**src/rtl/spi_mem_pkg.sv**
```systemverilog
package spi_mem_pkg;

  localparam int ADDR_W = 22;
  localparam int HDR_BYTES = 3;

  typedef enum logic [1:0] {
    OP_RD  = 2'b00,
    OP_WR  = 2'b01,
    OP_CMD = 2'b10,
    OP_BAD = 2'b11
  } op_e;

  typedef enum logic [2:0] {
    S_IDLE,
    S_LOW,
    S_HIGH,
    S_FETCH,
    S_GAP
  } st_e;

endpackage

```
**src/rtl/spi_mem_halfclk.sv**
```systemverilog
module spi_mem_halfclk #(
  parameter int HALF = 4
) (
  input  logic clk,
  input  logic rst,
  input  logic run,
  output logic tick
);
  localparam int CW = (HALF > 1) ? $clog2(HALF) : 1;
  localparam logic [CW-1:0] LAST = CW'(HALF - 1);

  logic [CW-1:0] cnt;

  always_ff @(posedge clk) begin
    if (rst || !run)      cnt <= '0;
    else if (cnt == LAST) cnt <= '0;
    else                  cnt <= cnt + 1'b1;
  end

  assign tick = run && (cnt == LAST);

endmodule

```
**src/rtl/spi_mem_irq_edge.sv**
```systemverilog
module spi_mem_irq_edge #(
  parameter int STAGES = 2
) (
  input  logic clk,
  input  logic rst,
  input  logic irq_in,
  output logic pulse
);
  logic [STAGES:0] sh;

  always_ff @(posedge clk) begin
    if (rst) begin
      sh    <= '0;
      pulse <= 1'b0;
    end else begin
      sh    <= {sh[STAGES-1:0], irq_in};
      pulse <= sh[STAGES-1] & ~sh[STAGES];
    end
  end

  // each detected edge lasts exactly one cycle
  p_pulse_single_r9: assert property (@(posedge clk) disable iff (rst)
    pulse |=> !pulse);

endmodule

```
**src/rtl/spi_mem_host.sv**
```systemverilog
module spi_mem_host
  import spi_mem_pkg::*;
#(
  parameter int LEN_W = 16,
  parameter int HALF  = 4,
  parameter int GAP   = 4
) (
  input  logic              clk,
  input  logic              rst,
  input  logic              req_valid,
  input  logic [1:0]        req_op,
  input  logic [ADDR_W-1:0] req_addr,
  input  logic [LEN_W-1:0]  req_len,
  input  logic [7:0]        req_cmd,
  output logic              busy,
  output logic              req_err,
  input  logic [7:0]        wr_data,
  input  logic              wr_valid,
  output logic              wr_ready,
  output logic [7:0]        rd_data,
  output logic              rd_valid,
  output logic              spi_sclk,
  output logic              spi_cs_n,
  output logic              spi_mosi,
  input  logic              spi_miso,
  input  logic              irq_in,
  output logic              irq_pulse
);
  localparam int CNT_W  = LEN_W + 1;
  localparam int WR_MAX = (1 << LEN_W) - 1 - HDR_BYTES;
  localparam int RD_MAX = WR_MAX - 1;
  localparam int GW     = $clog2(GAP + 1);
  localparam logic [CNT_W-1:0] FIRST_DATA = CNT_W'(HDR_BYTES + 1);

  st_e              state;
  op_e              op_q;
  logic [7:0]       hdr1, hdr2, tx_q, rx_q;
  logic [2:0]       bit_q;
  logic [CNT_W-1:0] idx, last_idx;
  logic [GW-1:0]    gap_cnt;
  logic             tick;

  // next byte selection at a byte boundary
  logic [CNT_W-1:0] k_nxt;
  logic [7:0]       nxt_byte;
  logic             need_fetch;
  logic             req_bad;
  logic [7:0]       first_byte;
  op_e              req_op_e;

  assign req_op_e = op_e'(req_op);

  always_comb begin
    k_nxt      = idx + 1'b1;
    nxt_byte   = (k_nxt == CNT_W'(1)) ? hdr1 :
                 (k_nxt == CNT_W'(2)) ? hdr2 : 8'h00;
    need_fetch = (op_q == OP_WR) && (k_nxt >= CNT_W'(HDR_BYTES));
    req_bad    = (req_op_e == OP_BAD) ||
                 ((req_op_e == OP_WR) && (int'(req_len) > WR_MAX)) ||
                 ((req_op_e == OP_RD) && (int'(req_len) > RD_MAX));
    case (req_op_e)
      OP_WR:   first_byte = {2'b10, req_addr[21:16]};
      OP_CMD:  first_byte = req_cmd;
      default: first_byte = {2'b00, req_addr[21:16]};
    endcase
  end

  spi_mem_halfclk #(.HALF(HALF)) u_half (
    .clk  (clk),
    .rst  (rst),
    .run  ((state == S_LOW) || (state == S_HIGH)),
    .tick (tick)
  );

  spi_mem_irq_edge #(.STAGES(2)) u_irq (
    .clk    (clk),
    .rst    (rst),
    .irq_in (irq_in),
    .pulse  (irq_pulse)
  );

  assign wr_ready = (state == S_FETCH);

  always_ff @(posedge clk) begin
    if (rst) begin
      state    <= S_IDLE;
      op_q     <= OP_RD;
      hdr1     <= '0;
      hdr2     <= '0;
      tx_q     <= '0;
      rx_q     <= '0;
      bit_q    <= '0;
      idx      <= '0;
      last_idx <= '0;
      gap_cnt  <= '0;
      busy     <= 1'b0;
      req_err  <= 1'b0;
      rd_data  <= '0;
      rd_valid <= 1'b0;
      spi_sclk <= 1'b0;
      spi_cs_n <= 1'b1;
      spi_mosi <= 1'b0;
    end else begin
      req_err  <= 1'b0;
      rd_valid <= 1'b0;
      case (state)
        S_IDLE: begin
          if (req_valid) begin
            if (req_bad) begin
              req_err <= 1'b1;
            end else begin
              op_q     <= req_op_e;
              hdr1     <= (req_op_e == OP_CMD) ? 8'h00 : req_addr[15:8];
              hdr2     <= (req_op_e == OP_CMD) ? 8'h00 : req_addr[7:0];
              last_idx <= (req_op_e == OP_CMD) ? CNT_W'(HDR_BYTES - 1) :
                          (req_op_e == OP_RD)  ? CNT_W'(req_len) + CNT_W'(HDR_BYTES) :
                                                 CNT_W'(req_len) + CNT_W'(HDR_BYTES - 1);
              idx      <= '0;
              bit_q    <= 3'd7;
              tx_q     <= first_byte;
              spi_mosi <= first_byte[7];
              spi_cs_n <= 1'b0;
              busy     <= 1'b1;
              state    <= S_LOW;
            end
          end
        end
        S_LOW: begin
          if (tick) begin
            spi_sclk <= 1'b1;
            rx_q     <= {rx_q[6:0], spi_miso};
            state    <= S_HIGH;
          end
        end
        S_HIGH: begin
          if (tick) begin
            spi_sclk <= 1'b0;
            if (bit_q != 3'd0) begin
              bit_q    <= bit_q - 1'b1;
              tx_q     <= {tx_q[6:0], 1'b0};
              spi_mosi <= tx_q[6];
              state    <= S_LOW;
            end else begin
              if (op_q == OP_RD && idx >= FIRST_DATA) begin
                rd_data  <= rx_q;
                rd_valid <= 1'b1;
              end
              if (idx == last_idx) begin
                spi_cs_n <= 1'b1;
                spi_mosi <= 1'b0;
                gap_cnt  <= '0;
                state    <= S_GAP;
              end else begin
                idx   <= k_nxt;
                bit_q <= 3'd7;
                if (need_fetch) begin
                  spi_mosi <= 1'b0;
                  state    <= S_FETCH;
                end else begin
                  tx_q     <= nxt_byte;
                  spi_mosi <= nxt_byte[7];
                  state    <= S_LOW;
                end
              end
            end
          end
        end
        S_FETCH: begin
          if (wr_valid) begin
            tx_q     <= wr_data;
            spi_mosi <= wr_data[7];
            state    <= S_LOW;
          end
        end
        S_GAP: begin
          gap_cnt <= gap_cnt + 1'b1;
          if (gap_cnt == GW'(GAP - 1)) begin
            busy  <= 1'b0;
            state <= S_IDLE;
          end
        end
        default: state <= S_IDLE;
      endcase
    end
  end

  // clock idles low outside a frame
  p_sclk_idle_r6: assert property (@(posedge clk) disable iff (rst)
    spi_cs_n |-> !spi_sclk);

  // busy covers every cycle of an active frame
  p_busy_frame_r7: assert property (@(posedge clk) disable iff (rst)
    !spi_cs_n |-> busy);

  // a refused request leaves the bus and busy untouched
  p_reject_quiet_r4: assert property (@(posedge clk) disable iff (rst)
    req_err |-> (!busy && spi_cs_n));

  // while waiting for payload the clock is parked low inside the frame
  p_stall_hold_r8: assert property (@(posedge clk) disable iff (rst)
    wr_ready |-> (!spi_sclk && !spi_cs_n));

  // data is never changed at a rising clock edge
  p_mosi_stable_r5: assert property (@(posedge clk) disable iff (rst)
    $rose(spi_sclk) |-> $stable(spi_mosi));

  // read strobes only come from read frames
  p_rdv_read_only_r2: assert property (@(posedge clk) disable iff (rst)
    rd_valid |-> (op_q == OP_RD));

endmodule

```
**config.mk**
```make
export PLATFORM = sky130hd
export DESIGN_NAME = spi_mem_host
export DESIGN_NICKNAME = d
export VERILOG_FILES = /design/src/rtl/spi_mem_pkg.sv /design/src/rtl/spi_mem_halfclk.sv /design/src/rtl/spi_mem_irq_edge.sv /design/src/rtl/spi_mem_host.sv
export SDC_FILE = /design/constraint.sdc
export NUM_CORES = 1
export LEC_CHECK = 0
export ABC_AREA = 1
export ABC_CLOCK_PERIOD_IN_PS = 4000
export BUFFER_PORTS_ARGS = -buffer_cell sky130_fd_sc_hd__buf_2
export CORE_AREA = 5 5 86 119
export CTS_CLUSTER_SIZE = 12
export DETAILED_ROUTE_END_ITERATION = 6
export DIE_AREA = 0 0 91 124
export GPL_ROUTABILITY_DRIVEN = 0
export PLACE_DENSITY = 0.95
export SKIP_LAST_GASP = 1
export SYNTH_ARGS = -nofsm -noshare
export SYNTH_HDL_FRONTEND = slang
export SYNTH_HIERARCHICAL = 1
export SYNTH_SLANG_ARGS = --single-unit
```
**constraint.sdc**
```tcl
create_clock -name clk -period 4 [get_ports clk]
set_input_delay 0.6 -clock clk [delete_from_list [all_inputs] [get_ports clk]]
set_output_delay 0.6 -clock clk [all_outputs]
set_load 0.01 [all_outputs]
```
==> results.sh <==
export IMPL_ys_flop_type="dfxtp_1"
export IMPL_final_net_count=946
export IMPL_synth_enable_flop_cells=0
export IMPL_hold_viol=0
export IMPL_cts_buffers=9
export IMPL_whs_ns=0.3980
export IMPL_grt_pass1_vias=5348
export IMPL_grt_max_degree=52
export IMPL_fp_row_count=41
export IMPL_drv_cap=0
export IMPL_die_area_mm2=0.01128
export IMPL_synth_seq_area_share_pct=35.44
export IMPL_num_io_pins=78
export IMPL_ys_ff_latch=96
export IMPL_synth_top_cell_area_share_pct=35.44
export IMPL_avgSynthCellArea_um2=6.770
export IMPL_die_y_um=124
export IMPL_vias=5571
export IMPL_diodes=0
export IMPL_cts_sinks=96
export IMPL_async_reset_ff_share_pct=0
export IMPL_netlist_instances=801
export IMPL_nFillCells=710
export IMPL_peakVddDrop_v=0.0003987
export IMPL_ctsResizeCount=0
export IMPL_slew_viol_final=0
export IMPL_syn_to_final_growth_pct=13.22
export IMPL_worst_slew_pin_slew_ns=1.117
export IMPL_setup_tns_ns=0
export IMPL_p_total_w=0.003450
export IMPL_fmax_mhz=362.4
export IMPL_drt_pass1_iterations=7
export IMPL_drive_above_1_share_pct=17.20
export IMPL_hold_buffers=0
export IMPL_crit_fanout=20
export IMPL_overflow=0
export IMPL_syn_area_mm2=0.005423
export IMPL_power_density_mw_per_mm2=561.9
export IMPL_design_area_mm2=0.006140
export IMPL_synth_most_common_cell="nand2_1"
export IMPL_fin_crit_sh_pct=68.99
export IMPL_critPathKind="reg -> reg"
export IMPL_start_kind="flop"
export IMPL_initial_utilization_pct=60.40
export IMPL_status="finished clean"
export IMPL_layout_min_cycle_time_ns=2.760
export IMPL_synth_top_area_cell="dfxtp_1"
export IMPL_antenna_found_initial=0
export IMPL_crit_path_end_kind="flop"
export IMPL_ys_types=38
export IMPL_p_leak_nw=2.755
export IMPL_h_tree_depth=3
export IMPL_cts_buffer_depth=2
export IMPL_cts_tree="done"
export IMPL_ctsRootBufferMaster="clkbuf_16"
export IMPL_place_area_mm2=0.005854
export IMPL_die_w_um=91
export IMPL_vias_per_cell=5.691
export IMPL_yosys_top_cells_area="dfxtp_1 (35%), nand2_1 (14%), nor2_1 (6.7%)"
export IMPL_clk_pin_slew_worst_paths_ns=0.07
export IMPL_track_usage_pct=25.00
export IMPL_clock_latency_ns=0.35
export IMPL_fin_skew_ns=0.006967
export IMPL_hpwl_um=10140
export IMPL_synth_commonest_cells="nand2_1 (209), nor2_1 (97), dfxtp_1 (96), inv_1 (72), a21oi_1 (68)"
export IMPL_crit_required_ns=4.24
export IMPL_worstPathArrival_ns=3.00
export IMPL_slew_headroom_pct=25.43
export IMPL_ys_warn_count=6
export IMPL_rsz0062_at_grt="no"
export IMPL_drt_iter0_markers=381
export IMPL_setup_viol=0
export IMPL_grt_pass1_wl_um=23430
export IMPL_drc=0
export IMPL_core_mm2=0.008977
export IMPL_cts_setup_buffers=0
export IMPL_final_antenna_net_count=0
export IMPL_wl_per_cell_um=14.21
export IMPL_min_path_type="reg -> reg"
export IMPL_wirelength_um=13910
export IMPL_synth_nets=880
export IMPL_port_buffer_count=77
flip-flops by register name, summed over array words and instances, names as in the netlist, 3 cells and up:
signal    cells
idx          17
rx_q          8
u_irq/sh      3
tx_q          7
last_idx     17
gap_cnt       3
bit_q         3
hdr2          8
rd_data       8
hdr1          8
state         3
cells in the final DEF, fill, tap and decap left out, types with 9 or more instances in the layout:
cell type    n
a21oi_1     68
a221oi_1    12
buf_2       77
clkbuf_16    9
dfxtp_1     96
ha_1        17
inv_1       72
nand2_1    209
nand3_1     35
nand4_1     11
nor2_1      96
nor2_2      15
o21ai_0     50
xnor2_1     17
xor2_1      11
per-stage QoR:
step	cells	utilization (%)	worst slack (ns)
after CTS	979	68.39	1.289
after global placement	963	65.21	1.052
final	979	68.39	1.240
after global routing	979	68.39	0.9824
after detailed placement	963	65.21	0.9648
after floorplan	801	-	1.653
area by class of cell:
type                    instances  area (µm²)  share of cell area, %
multi-input cells             598        3083                  50.21
flip-flops and latches         96        1922                  31.30
repair buffers                 80       407.9                  6.644
inverters                      82       307.8                  5.013
clock buffers                   9       225.2                  3.668
well taps                     107       133.9                  2.181
clock inverters                 7       60.06                 0.9782
where the power goes:
group / switching [W] / leakage, nW / internal (W)
Clock: 0.000401 / 0.143 / 0.000435
Sequential: 0.000186 / 0.783 / 0.00113
Combinational: 0.000852 / 1.83 / 0.000450
kinds of logic (layout without fill, tap and decap cells):
kind of cell	count (synthesis)	in the layout	synth area share, %
AOI/OAI and AO/OA	148	148	15.39
xor gates and xnor gates	28	28	4.522
adders and majority gates	17	17	3.922
buffers and inverters	107	178	7.753
DFF	96	96	35.44
and+or+nand+nor	405	405	32.97
final timing paths:
path,from,endpoint,slack [ns],cells after the start
worst max-delay path,state[2],tx_q[6],1.24,18
worst min-delay path,u_irq/sh[2],u_irq/pulse,0.40,1
worst max register to register,state[2],tx_q[6],1.24,18
worst min register to register,u_irq/sh[2],u_irq/pulse,0.40,1
metal layers:
metal	part of all wire, %	track usage [%]
met1	38	27.54
met2	50	42.78
met3	6.4	4.834
met4	6.1	18.26
met5	0	0
worst max-delay path: stages (launching register included):
cell	delay, ns
dfxtp_1	0.33
nor2_1	0.13
inv_2	0.07
nor2_4	0.18
inv_2	0.22
nand2_1	0.16
nand2_1	0.06
inv_1	0.16
nor2_1	0.07
inv_1	0.08
o21ai_0	0.17
a21oi_1	0.16
nand2_1	0.14
nor2_4	0.15
nand2_2	0.17
inv_1	0.17
nand2_1	0.08
nor2_1	0.11
nor2_1	0.04
No activity file was read; power rests on OpenSTA's default activity.
